==> config.mk <==
export PLATFORM = sky130hd
export DESIGN_NAME = mc_hash_filter
export DESIGN_NICKNAME = d
export VERILOG_FILES = /design/src/rtl/mhf_pkg.sv /design/src/rtl/mhf_hash_stage.sv /design/src/rtl/mhf_table.sv /design/src/rtl/mhf_match_stage.sv /design/src/rtl/mc_hash_filter.sv
export SDC_FILE = /design/constraint.sdc
export NUM_CORES = 1
export LEC_CHECK = 0
export ABC_AREA = 1
export BUFFER_PORTS_ARGS = -buffer_cell sky130_fd_sc_hd__buf_2
export CAP_MARGIN = 20
export CORE_MARGIN = 2
export CORE_UTILIZATION = 45
export DETAILED_ROUTE_END_ITERATION = 8
export GPL_TIMING_DRIVEN = 0
export PLACE_DENSITY = 0.6
export SKIP_LAST_GASP = 1
export SLEW_MARGIN = 10
export SYNTH_ARGS = -nofsm -noshare
export SYNTH_HDL_FRONTEND = slang
export SYNTH_SLANG_ARGS = --single-unit
==> constraint.sdc <==
create_clock -name clk -period 5 [get_ports clk]
set_input_delay 0.5 -clock clk [delete_from_list [all_inputs] [get_ports clk]]
set_output_delay 0.5 -clock clk [all_outputs]
set_load 0.02 [all_outputs]
==> src/rtl/mhf_pkg.sv <==
package mhf_pkg;

    localparam int ADDR_W      = 48;
    localparam int ADDR_BYTES  = ADDR_W / 8;
    localparam int WORD_W      = 32;
    localparam int NUM_WORDS   = 2;
    localparam int CRC_W       = 32;
    localparam int BIT_SEL_W   = $clog2(WORD_W);
    localparam int WORD_SEL_W  = $clog2(NUM_WORDS);
    localparam int IDX_W       = WORD_SEL_W + BIT_SEL_W;
    localparam int TABLE_W     = WORD_W * NUM_WORDS;
    localparam int GROUP_BIT   = ADDR_W - 8;
    localparam logic [CRC_W-1:0] CRC_POLY = 32'hEDB8_8320;
    localparam logic [CRC_W-1:0] CRC_INIT = '1;

    typedef enum logic [1:0] {
        OP_NONE     = 2'd0,
        OP_WRITE    = 2'd1,
        OP_CLEAR    = 2'd2,
        OP_SET_HASH = 2'd3
    } mhf_op_e;

    typedef struct packed {
        logic [WORD_SEL_W-1:0] word;
        logic [BIT_SEL_W-1:0]  bit_pos;
    } mhf_idx_t;

    typedef struct packed {
        logic     valid;
        logic     group;
        mhf_idx_t idx;
    } mhf_probe_t;

    // Reflected CRC over the address bytes, first byte in the top bits.
    function automatic logic [CRC_W-1:0] crc_reflect(input logic [ADDR_W-1:0] a);
        logic [CRC_W-1:0] c;
        logic [7:0]       byt;
        c = CRC_INIT;
        for (int b = 0; b < ADDR_BYTES; b++) begin
            byt = a[ADDR_W-1-8*b -: 8];
            for (int k = 0; k < 8; k++) begin
                if (c[0] ^ byt[k]) c = (c >> 1) ^ CRC_POLY;
                else               c = c >> 1;
            end
        end
        return c;
    endfunction

    function automatic logic [CRC_W-1:0] bit_reverse(input logic [CRC_W-1:0] v);
        logic [CRC_W-1:0] r;
        for (int i = 0; i < CRC_W; i++) r[CRC_W-1-i] = v[i];
        return r;
    endfunction

    // Top bits of a reversed hash pick word then bit.
    function automatic mhf_idx_t hash_to_idx(input logic [CRC_W-1:0] h);
        mhf_idx_t x;
        x.word    = h[CRC_W-1 -: WORD_SEL_W];
        x.bit_pos = h[CRC_W-1-WORD_SEL_W -: BIT_SEL_W];
        return x;
    endfunction

endpackage

==> src/rtl/mhf_hash_stage.sv <==
module mhf_hash_stage
    import mhf_pkg::*;
(
    input  logic              clk,
    input  logic              rst,
    input  logic              lk_valid,
    input  logic [ADDR_W-1:0] lk_daddr,
    output mhf_probe_t        probe_q
);

    logic [CRC_W-1:0] crc_raw;
    logic [CRC_W-1:0] crc_rev;
    mhf_probe_t       probe_d;

    always_comb begin
        crc_raw         = crc_reflect(lk_daddr);
        crc_rev         = bit_reverse(crc_raw);
        probe_d.valid   = lk_valid;
        probe_d.group   = lk_daddr[GROUP_BIT];
        probe_d.idx     = hash_to_idx(crc_rev);
    end

    always_ff @(posedge clk) begin
        if (rst) probe_q <= '0;
        else     probe_q <= probe_d;
    end

endmodule

==> src/rtl/mhf_table.sv <==
module mhf_table
    import mhf_pkg::*;
(
    input  logic                  clk,
    input  logic                  rst,
    input  logic [1:0]            reg_op,
    input  logic [WORD_SEL_W-1:0] reg_sel,
    input  logic [WORD_W-1:0]     reg_wdata,
    output logic [WORD_W-1:0]     reg_rdata,
    output logic [TABLE_W-1:0]    table_q
);

    mhf_op_e                              op;
    mhf_idx_t                             set_idx;
    logic [NUM_WORDS-1:0][WORD_W-1:0]     words_q;

    assign op      = mhf_op_e'(reg_op);
    assign set_idx = hash_to_idx(reg_wdata);

    always_ff @(posedge clk) begin
        if (rst) begin
            words_q <= '0;
        end else begin
            unique case (op)
                OP_WRITE:    words_q[reg_sel] <= reg_wdata;
                OP_CLEAR:    words_q <= '0;
                OP_SET_HASH: words_q[set_idx.word][set_idx.bit_pos] <= 1'b1;
                default:     ;
            endcase
        end
    end

    generate
        for (genvar w = 0; w < NUM_WORDS; w++) begin : g_flat
            assign table_q[w*WORD_W +: WORD_W] = words_q[w];
        end
    endgenerate

    assign reg_rdata = words_q[reg_sel];


    reset_clears_chk: assert property (@(posedge clk) disable iff (rst)
        $past(rst) |-> (table_q == '0));


    clear_zeroes_chk: assert property (@(posedge clk) disable iff (rst)
        (op == OP_CLEAR) |=> (table_q == '0));


    set_single_bit_chk: assert property (@(posedge clk) disable iff (rst)
        (op == OP_SET_HASH) |=> (($countones(table_q ^ $past(table_q)) <= 1) &&
                                 ((table_q & $past(table_q)) == $past(table_q))));


    write_word_chk: assert property (@(posedge clk) disable iff (rst)
        (op == OP_WRITE) |=> (words_q[$past(reg_sel)] == $past(reg_wdata)));


    idle_hold_chk: assert property (@(posedge clk) disable iff (rst)
        (op == OP_NONE) |=> $stable(table_q));

endmodule

==> src/rtl/mhf_match_stage.sv <==
module mhf_match_stage
    import mhf_pkg::*;
(
    input  logic               clk,
    input  logic               rst,
    input  mhf_probe_t         probe_q,
    input  logic [TABLE_W-1:0] table_q,
    output logic               res_valid,
    output logic               res_match
);

    logic [IDX_W-1:0] flat_idx;
    logic             hit;

    assign flat_idx = {probe_q.idx.word, probe_q.idx.bit_pos};
    assign hit      = probe_q.valid & probe_q.group & table_q[flat_idx];

    always_ff @(posedge clk) begin
        if (rst) begin
            res_valid <= 1'b0;
            res_match <= 1'b0;
        end else begin
            res_valid <= probe_q.valid;
            res_match <= hit;
        end
    end


    group_gate_chk: assert property (@(posedge clk) disable iff (rst)
        res_match |-> $past(probe_q.group));


    match_needs_valid_chk: assert property (@(posedge clk) disable iff (rst)
        res_match |-> res_valid);

endmodule

==> src/rtl/mc_hash_filter.sv <==
module mc_hash_filter
    import mhf_pkg::*;
(
    input  logic        clk,
    input  logic        rst,
    input  logic        lk_valid,
    input  logic [47:0] lk_daddr,
    output logic        res_valid,
    output logic        res_match,
    input  logic [1:0]  reg_op,
    input  logic [0:0]  reg_sel,
    input  logic [31:0] reg_wdata,
    output logic [31:0] reg_rdata
);

    mhf_probe_t         probe_q;
    logic [TABLE_W-1:0] table_q;

    mhf_hash_stage u_hash (
        .clk      (clk),
        .rst      (rst),
        .lk_valid (lk_valid),
        .lk_daddr (lk_daddr),
        .probe_q  (probe_q)
    );

    mhf_table u_table (
        .clk       (clk),
        .rst       (rst),
        .reg_op    (reg_op),
        .reg_sel   (reg_sel),
        .reg_wdata (reg_wdata),
        .reg_rdata (reg_rdata),
        .table_q   (table_q)
    );

    mhf_match_stage u_match (
        .clk       (clk),
        .rst       (rst),
        .probe_q   (probe_q),
        .table_q   (table_q),
        .res_valid (res_valid),
        .res_match (res_match)
    );


    latency_two_chk: assert property (@(posedge clk) disable iff (rst)
        lk_valid |=> ##1 res_valid);


    stage_one_valid_chk: assert property (@(posedge clk) disable iff (rst)
        res_valid |-> $past(probe_q.valid));

endmodule

==> impl_results.md <==
* Clock power frac at 11.2%
* Critical Path Source Type: input port
* Tcrit/Tclk final at 72.6%
* Logic pwr share at 78.4%
* Post-route cell area at 11400 sq um
* Antenna cells at 0
* Area of the core at 22000 sq um
* Switching Fraction at 56.8%
* Top cell type's share of synthesized area at 24.1%
* Fin. max-slew vios at 0
* Avg Cell Area, Syn at 5.72 sq um
* Crit path from: lk_daddr[40]
* Post-CTS sizing at 0
* Count leader, synth: nand2_1
* Placed Cells at 2160
* Global route total overflow at 0
* Req. time, crit path at 5.23 ns
* Routed wire length at 37.1 mm
* DR vias at 11900
* Final setup fails at 0
* Post-synth EDFFs at 0
* CP Max Fanout at 10
* Syn nets at 1852
* Worst reg-to-reg path cell count at 9
* Hold buffers post-CTS at 0
* Layout cells sized above 1 at 17.7%
* CTS buffer count at 9
* Largest net degree at the start of global routing at 13
* Row Count at 54
* Input/output buffers at 114
* Status: complete, no violations
* Clock buffer depth at 2
* Die width at 154 um
* Worst-path clk slew at 0.06 ns
* Sequential area share after synthesis at 14.7%
* FF-to-FF End: u_match.res_match
* #FFs+latches synth at 74
* Net switching power at 3.91 mW
* Distinct cells, synth at 43
* Min Tclk post-route at 3.63 ns
* Die Footprint at 23700 sq um
* Critical Path AT at 3.86 ns
* Routed Antenna Nets at 0
* Commonest cells in the netlist: 648 x nand2_1, 163 x nand3_1, 156 x o21ai_0, 144 x inv_1, 92 x nand2_2
* Total Power at 6.87 mW
* Crit path top cell by count: nand2_1
* CTS tree: done
* DRT Pass-1 Iters at 8
* Reg2reg start: u_hash.probe_q[0]
* RSZ-0062 raised after global routing: false
* P_int at 2.97 mW
* Mapped cell area at 10100 sq um
* Placed cell areas at 11000 sq um
* Nets at 1977
* CP endpoint: u_hash.probe_q[0]
* Worst VDD drop at 0.000359 V
* Synthesis Warnings at 0
* Vias in the first global route at 11400
* Leakage power at 5.71 nW
* Synthesized instance count at 1766
* Slew HR at 20.9%
* Hold Path Class: input port to flip-flop
* Total GRT Usage at 31.7%
* Starting density of the core at 46.0%
* Post-route insts no fill at 2176
* Post-CTS Setup Repair Bufs at 0
* Worst-skew pair later-pin latency at 0.34 ns
* Antenna violations before repair at 0
* Largest stage delay, worst path at 0.19 ns
* Pwr Density at 604 nW/um^2
* Via density at 5.49
* Syn-to-layout area delta at 12.5%
* Clk sinks at 74
* Least-Margin Pin Slew at 1.18 ns
* Most frequently used flop master after synthesis: dfxtp_1
* Main area contributors after synthesis: nand2_1 24%, dfxtp_1 15%, nand3_1 8.1%
* DRC viols at 0
* GPL Wtd Cong at 0.974
* Setup_tns at 0 ns
* DP HPWL at 29.1 mm
* First-pass GRT wire length at 59.6 mm
* Die Ht at 154 um
* Highest-delay cell along the critical path: nand2_4
* # IOs at 120
* Crit Path Category: input port to flip-flop
* Clock skew at 0.00739 ns
* FFs w/ async S/R, synth at 0%
* Final hold vios at 0
* Peak Freq at 0.276 GHz
* H-tree depth at 3
* Starting DRT DRC Count at 973
* Area leader, netlist: nand2_1
* Reg-to-reg slack, setup at 2.25 ns
* Routed wire per std cell at 17.1 um
* CTS root buffer: clkbuf_16
* CP endpoint kind: flip-flop
* Sequential share of power at 10.3%
* Reported max-cap violation count at 0
==> cell families (layout without fill, tap and decap cells) <==
logic type                Yosys count  in the layout  synth area share, %
AOI/OAI and AO/OA                 299            299                 16.8
xor gates and xnor gates          108            108                 10.4
and+or+nand+nor                  1048           1048                 48.6
DFF                                74             74                 14.7
buffers and inverters             237            367                 9.55
==> power by group through the flow <==
stage               clock network, mW  logic (mW)  registers, mW
floorplan                           0        4.20          0.691
global placement                    0        5.28          0.718
detailed placement                  0        5.36          0.718
CTS                             0.769        5.38          0.705
global route                    0.804        6.20          0.711
finish                          0.773        5.39          0.708
==> layer usage <==
metal	wire (um)	track usage (%)
met2	17700	56.3
met3	2460	3.55
met5	0	0
met4	1590	13.1
met1	15300	38.9
==> through the flow <==
step                util, %  hold slack [ns]  worst slack [ns]
finish                 51.8            0.378              1.37
global route           51.8            0.401             0.905
CTS                    51.8            0.379              1.44
detailed placement     50.2            0.432              1.09
global placement       50.2            0.409              1.10
floorplan                 -            0.400              1.81
==> worst min-delay path by stage <==
| stage | endpoint | cells past startpoint | slack [ns] | startpoint |
|---|---|---|---|---|
| floorplan | u_match.res_valid | 2 | 0.40 | u_hash.probe_q[7] |
| global route | u_hash.probe_q[7] | 3 | 0.40 | lk_valid |
| CTS | u_hash.probe_q[7] | 3 | 0.38 | lk_valid |
| detailed placement | u_match.res_valid | 2 | 0.43 | u_hash.probe_q[7] |
| finish | u_hash.probe_q[7] | 3 | 0.38 | lk_valid |
| global placement | u_match.res_valid | 2 | 0.41 | u_hash.probe_q[7] |
==> critical path: cells and delay by family <==
kind | cells | cell delay [ns]
buffers and inverters | 3 | 0.36
and+or+nand+nor | 28 | 2.96
==> area by class of cell <==
cell class / count / area, sq um
sequential: 74 / 1480
buffer: 57 / 269
clock buffer: 12 / 246
tap: 280 / 350
inverter: 180 / 696
clock inverter: 4 / 98.8
timing repair buffer: 114 / 571
multi-input combinational: 1455 / 7660
fill: 2408 / 10600
==> layout by cell type (no fill, tap or decap), types with 2 or more instances in the layout <==
master	synthesis	routed
inv_1	144	144
nand2_8	3	3
inv_4	6	6
bufinv_16	0	3
clkbuf_1	42	44
xnor2_1	24	24
clkbuf_16	0	9
nand3_1	163	163
clkinv_1	2	2
a22oi_1	2	2
buf_6	5	5
nand2_1	648	648
a21oi_1	85	85
inv_2	27	27
o21bai_1	2	2
xor2_2	11	11
xor2_1	71	71
buf_2	2	116
a221oi_1	42	42
clkinv_4	1	2
or2_1	3	3
nand3_4	4	4
nand4_1	4	4
nand3b_1	10	10
dfxtp_1	74	74
o211ai_1	7	7
buf_1	6	6
o21ai_0	156	156
a21o_1	2	2
nand2_4	32	32
nor3_1	8	8
nor2_1	57	57
nand3_2	20	20
nand2_2	92	92
(Power assumes the default switching activity.)
